==> config.mk <==
export PLATFORM = sky130hd
export DESIGN_NAME = supv_reset_gen
export DESIGN_NICKNAME = d
export VERILOG_FILES = /design/src/rtl/supv_pkg.sv /design/src/rtl/supv_sync.sv /design/src/rtl/supv_stretch.sv /design/src/rtl/supv_wdog.sv /design/src/rtl/supv_reset_gen.sv
export SDC_FILE = /design/constraint.sdc
export NUM_CORES = 1
export LEC_CHECK = 0
export BUFFER_PORTS_ARGS = -buffer_cell sky130_fd_sc_hd__buf_2
export CAP_MARGIN = 20
export CORE_UTILIZATION = 46
export CTS_BUF_LIST = sky130_fd_sc_hd__clkbuf_16
export DETAILED_ROUTE_END_ITERATION = 16
export HOLD_SLACK_MARGIN = 0.03
export SLEW_MARGIN = 20
export SYNTH_ARGS = -nofsm -noshare
export SYNTH_HDL_FRONTEND = slang
export SYNTH_SLANG_ARGS = --single-unit
==> constraint.sdc <==
create_clock -name clk -period 2.12 [get_ports clk]
set_clock_uncertainty 0.15 [all_clocks]
set_input_delay 0.212 -clock clk [delete_from_list [all_inputs] [get_ports clk]]
set_output_delay 0.212 -clock clk [all_outputs]
set_load 0.01 [all_outputs]
==> src/rtl/supv_pkg.sv <==
package supv_pkg;
  localparam logic [1:0] SVC_LOW   = 2'b00;
  localparam logic [1:0] SVC_HIGH  = 2'b01;
  localparam logic [1:0] SVC_FLOAT = 2'b10;

  // floating is any code with the upper bit set
  function automatic logic svc_floating(input logic [1:0] lvl);
    return lvl[1];
  endfunction

  // collapse both floating codes onto one value
  function automatic logic [1:0] svc_canon(input logic [1:0] lvl);
    return lvl[1] ? SVC_FLOAT : lvl;
  endfunction

  function automatic logic svc_changed(input logic [1:0] now_lvl, input logic [1:0] old_lvl);
    return svc_canon(now_lvl) != svc_canon(old_lvl);
  endfunction
endpackage

==> src/rtl/supv_sync.sv <==
module supv_sync #(
  parameter int unsigned W      = 1,
  parameter int unsigned STAGES = 2,
  parameter logic [W-1:0] INIT  = '0
) (
  input  logic         clk,
  input  logic         rst_n,
  input  logic [W-1:0] d_i,
  output logic [W-1:0] q_o
);
  logic [W-1:0] chain [STAGES];

  for (genvar s = 0; s < STAGES; s++) begin : g_stage
    always_ff @(posedge clk or negedge rst_n) begin
      if (!rst_n) chain[s] <= INIT;
      else if (s == 0) chain[s] <= d_i;
      else chain[s] <= chain[(s == 0) ? 0 : s-1];
    end
  end

  assign q_o = chain[STAGES-1];
endmodule

==> src/rtl/supv_stretch.sv <==
module supv_stretch #(
  parameter int unsigned RST_CYCLES = 20
) (
  input  logic clk,
  input  logic rst_n,
  input  logic hold_i,
  input  logic kick_i,
  output logic active_o,
  output logic load_o
);
  localparam int unsigned CW = $clog2(RST_CYCLES + 1);
  localparam logic [CW-1:0] FULL = CW'(RST_CYCLES);

  logic [CW-1:0] remain_q;

  assign load_o = hold_i | kick_i;

  always_ff @(posedge clk or negedge rst_n) begin
    if (!rst_n) remain_q <= FULL;
    else if (load_o) remain_q <= FULL;
    else if (remain_q != '0) remain_q <= remain_q - 1'b1;
  end

  assign active_o = (remain_q != '0);
endmodule

==> src/rtl/supv_wdog.sv <==
module supv_wdog
  import supv_pkg::*;
#(
  parameter int unsigned WD_CYCLES = 50
) (
  input  logic       clk,
  input  logic       rst_n,
  input  logic [1:0] lvl_i,
  input  logic       hold_clr_i,
  output logic       trans_o,
  output logic       float_o,
  output logic       bite_o,
  output logic       idle_o
);
  localparam int unsigned CW = $clog2(WD_CYCLES);
  localparam logic [CW-1:0] LAST = CW'(WD_CYCLES - 1);

  logic [1:0]    prev_q;
  logic [CW-1:0] held_q;
  logic          clr;

  assign trans_o = svc_changed(lvl_i, prev_q);
  assign float_o = svc_floating(lvl_i);
  assign clr     = hold_clr_i | float_o | trans_o;
  assign bite_o  = !clr && (held_q == LAST);
  assign idle_o  = (held_q == '0);

  always_ff @(posedge clk or negedge rst_n) begin
    if (!rst_n) begin
      prev_q <= SVC_FLOAT;
      held_q <= '0;
    end else begin
      prev_q <= svc_canon(lvl_i);
      if (clr || bite_o) held_q <= '0;
      else held_q <= held_q + 1'b1;
    end
  end
endmodule

==> src/rtl/supv_reset_gen.sv <==
module supv_reset_gen
  import supv_pkg::*;
#(
  parameter int unsigned RST_CYCLES  = 20,
  parameter int unsigned WD_CYCLES   = 50,
  parameter int unsigned SYNC_STAGES = 2
) (
  input  logic       clk,
  input  logic       rst_n,
  input  logic       supply_low_i,
  input  logic [1:0] svc_lvl_i,
  output logic       rst_o,
  output logic       rst_n_o
);
  logic       sup_s;
  logic [1:0] lvl_s;
  logic       wd_trans, wd_float, wd_bite, wd_idle;
  logic       rst_act, rst_load;

  supv_sync #(.W(1), .STAGES(SYNC_STAGES), .INIT(1'b0)) u_sync_sup (
    .clk(clk), .rst_n(rst_n), .d_i(supply_low_i), .q_o(sup_s)
  );

  supv_sync #(.W(2), .STAGES(SYNC_STAGES), .INIT(SVC_FLOAT)) u_sync_lvl (
    .clk(clk), .rst_n(rst_n), .d_i(svc_lvl_i), .q_o(lvl_s)
  );

  supv_wdog #(.WD_CYCLES(WD_CYCLES)) u_wdog (
    .clk(clk), .rst_n(rst_n), .lvl_i(lvl_s), .hold_clr_i(rst_act),
    .trans_o(wd_trans), .float_o(wd_float), .bite_o(wd_bite), .idle_o(wd_idle)
  );

  supv_stretch #(.RST_CYCLES(RST_CYCLES)) u_stretch (
    .clk(clk), .rst_n(rst_n), .hold_i(sup_s), .kick_i(wd_bite),
    .active_o(rst_act), .load_o(rst_load)
  );

  assign rst_o   = rst_act;
  assign rst_n_o = ~rst_act;
endmodule

==> results.sh <==
export IMPL_status="finished, final reports clean"
export IMPL_cap_violations=0
export IMPL_nets=88
export IMPL_crit_family="buffers and inverters"
export IMPL_synth_area_leaders="dfrtp_1 (43%), dfstp_2 (16%), nor3_1 (4.9%), ha_1 (4.6%), xor2_1 (3.2%)"
export IMPL_power_density_mw_per_mm2=873
export IMPL_synth_cells=64
export IMPL_yosysTopAreaCell="dfrtp_1"
export IMPL_yosysWarnings=0
export IMPL_drc_errors=0
export IMPL_max_freq_mhz=529
export IMPL_cts_tree="built"
export IMPL_layout_drive_gt1_share_pct=32.9
export IMPL_min_period_over_period_pct=89.2
export IMPL_cp_required_ns=1.76
export IMPL_drt_met1_wl_um=666
export IMPL_drv_slew=0
export IMPL_fp_dieH_um=44.2
export IMPL_cp_cell_sequence="inv_1 -> ha_1 -> nor4b_4 -> buf_4 -> inv_2 -> buf_2"
export IMPL_cts_buffers_inserted=3
export IMPL_synthSimpleGateAreaFrac_pct=19.1
export IMPL_critPathCaptureType="output port"
export IMPL_ir_worst_vdd_v=0.000613
export IMPL_grt_overflow=0
export IMPL_grt_pass1_vias=524
export IMPL_grt_max_degree=20
export IMPL_htreeDepth=1
export IMPL_drtIter0Drc=6
export IMPL_leakagePower_nw=0.415
export IMPL_num_rows=14
export IMPL_drtPass1Iterations=5
export IMPL_rsz0062_at_grt="false"
export IMPL_route_met2_wl_um=574
export IMPL_crit_slowest_cell="dfrtp_1"
export IMPL_setup_viol=0
export IMPL_ys_types=27
export IMPL_globalplace_congestion=0.802
export IMPL_start_kind="register"
export IMPL_hold_ws_ns=0.195
export IMPL_hold_class="register to register"
export IMPL_start_util_pct=51.9
export IMPL_synth_seq_cells=19
export IMPL_layout_commonest_cell="dfrtp_1"
export IMPL_ys_seq_area_share_pct=58.9
export IMPL_period_minus_slack_ns=1.89
export IMPL_die_area_mm2=0.00195
export IMPL_vias=513
export IMPL_synth_xor_area_share_pct=5.35
export IMPL_max_slew_margin_rel_pct=71.3
export IMPL_via_per_inst=5.40
export IMPL_top_layer="met4"
export IMPL_synth_top_family_by_area="simple AND/OR/NAND/NOR gates"
export IMPL_worst_pin_slew_ns=0.430
export IMPL_finalInstanceArea_um2=996
export IMPL_root_buffer="clkbuf_16"
export IMPL_final_cell_mix="dfrtp_1 (14), nor3_1 (8), buf_2 (6), dfstp_2 (5)"
export IMPL_grt_pass1_wl_um=2440
export IMPL_synthesis_area_um2=818
export IMPL_core_area_mm2=0.00158
export IMPL_synthMuxAreaShare_pct=0
export IMPL_die_w_um=44.2
export IMPL_grt_usage_pct=18.5
export IMPL_clk_latency_ns=0.25
export IMPL_hpwl_um=892
export IMPL_area_growth_pct=21.7
export IMPL_wl_per_cell_um=14.0
export IMPL_arrival_ns=1.53
export IMPL_clock_sinks=19
export IMPL_syn_nets=72
export IMPL_p_total_uw=869
export IMPL_cp_max_fo=8
export IMPL_fin_util_pct=63.2
export IMPL_antenna_found_initial=0
export IMPL_antenna_left=0
export IMPL_yosys_area_share_adder_pct=4.59
export IMPL_yosysTopAreaCellShare_pct=42.8
export IMPL_wl_met3_um=52
export IMPL_ctsLongestPathBuffers=2
export IMPL_slowest_delay_ns=0.38
export IMPL_io_buffers=6
export IMPL_synth_compound_area_share_pct=9.79
export IMPL_hold_violations=0
export IMPL_crit_type="register to output port"
export IMPL_wirelength_um=1330
export IMPL_fin_tns_setup_ns=0
export IMPL_path_clk_slew_ns=0.05
export IMPL_pin_count=7
export IMPL_n_antenna_cell=0
export IMPL_place_area_um2=868
export IMPL_synth_avg_cell_area_um2=12.8
export IMPL_crit_buf_inv=4
==> synth_stat cells <==
master    number
nand2b_1       1
dfstp_2        5
a211o_2        1
inv_1          4
nand2_1        2
dfrtp_1       14
a211oi_2       1
nor4b_4        1
inv_2          1
o21a_1         1
xor2_1         3
a21oi_1        1
nand3b_1       1
o21ai_2        1
nor3_1         8
or3_2          2
ha_1           3
o21ai_0        2
o31a_2         1
nor2b_1        2
nor2_1         1
nand3_1        2
nand4b_1       1
nor4b_2        1
o41ai_2        1
or3_1          1
xnor2_1        2
==> report_power, final <==
part,switching (mW),internal (mW)
clock network,0.130,0.253
logic,0.0335,0.0406
registers,0.0212,0.391
==> routing by layer <==
metal	track usage (%)	vias up
li1	-	255
met1	23.0	244
met2	27.4	10
met3	7.35	4
met4	10.9	0
met5	0	-
==> sequential cells by signal (all words and copies together), names as in the netlist <==
| name | flops |
|---|---|
| u_stretch.remain_q | 5 |
| u_sync_lvl.q_o | 2 |
| u_sync_lvl.chain | 2 |
| u_wdog.held_q | 6 |
| u_sync_sup.q_o | 1 |
| u_wdog.prev_q | 2 |
| u_sync_sup.chain | 1 |
==> area by class of cell <==
cell class,count,area (um2)
timing repair buffer,11,77.6
sequential,19,482
clock inverter,1,5.00
fill,125,581
inverter,5,18.8
clock buffer,3,75.1
multi-input combinational,40,318
tap,16,20.0
==> final timing paths <==
path | start | end | slack, ns | depth (start not counted)
setup / recovery | u_stretch.remain_q[1] | rst_o | 0.23 | 6
hold / removal | u_sync_sup.chain[1] | u_sync_sup.q_o | 0.20 | 0
setup reg to reg | u_stretch.remain_q[0] | u_stretch.remain_q[1] | 0.41 | 6
hold reg to reg | u_sync_sup.chain[1] | u_sync_sup.q_o | 0.20 | 0
max in group asynchronous | rst_n | u_sync_lvl.chain[3] | 1.22 | 2
min in group asynchronous | rst_n | u_stretch.remain_q[3] | 0.27 | 2
==> logic make-up after synthesis <==
group | count (synthesis)
compound gates | 9
buf+inv | 5
simple gates | 23
xor+xnor | 5
flops | 19
fa+ha+maj | 3
==> per-stage QoR <==
stage / std cells / worst slack [ns]
floorplan: 64 / 0.421
global placement: 86 / 0.378
detailed placement: 86 / 0.308
CTS: 94 / 0.127
global route: 95 / 0.124
finish: 95 / 0.228
==> worst reg2reg max path, delay by kind of cell (launching register included) <==
kind	cells	cell delay, ns
AOI/OAI and AO/OA	1	0.06
adders and majority gates	1	0.23
buffers and inverters	2	0.22
DFF	1	0.38
and+or+nand+nor	2	0.56
==> timing repair <==
action | 4_1_cts | 5_1_grt
hold buffers | 4 | 0
endpoints found under the setup margin | 0 | 1
buffers inserted | 0 | 1
gates resized for setup | 0 | 0
endpoints found under the hold margin | 17 | 0
Note: power is estimated with default switching activity, not from simulation.
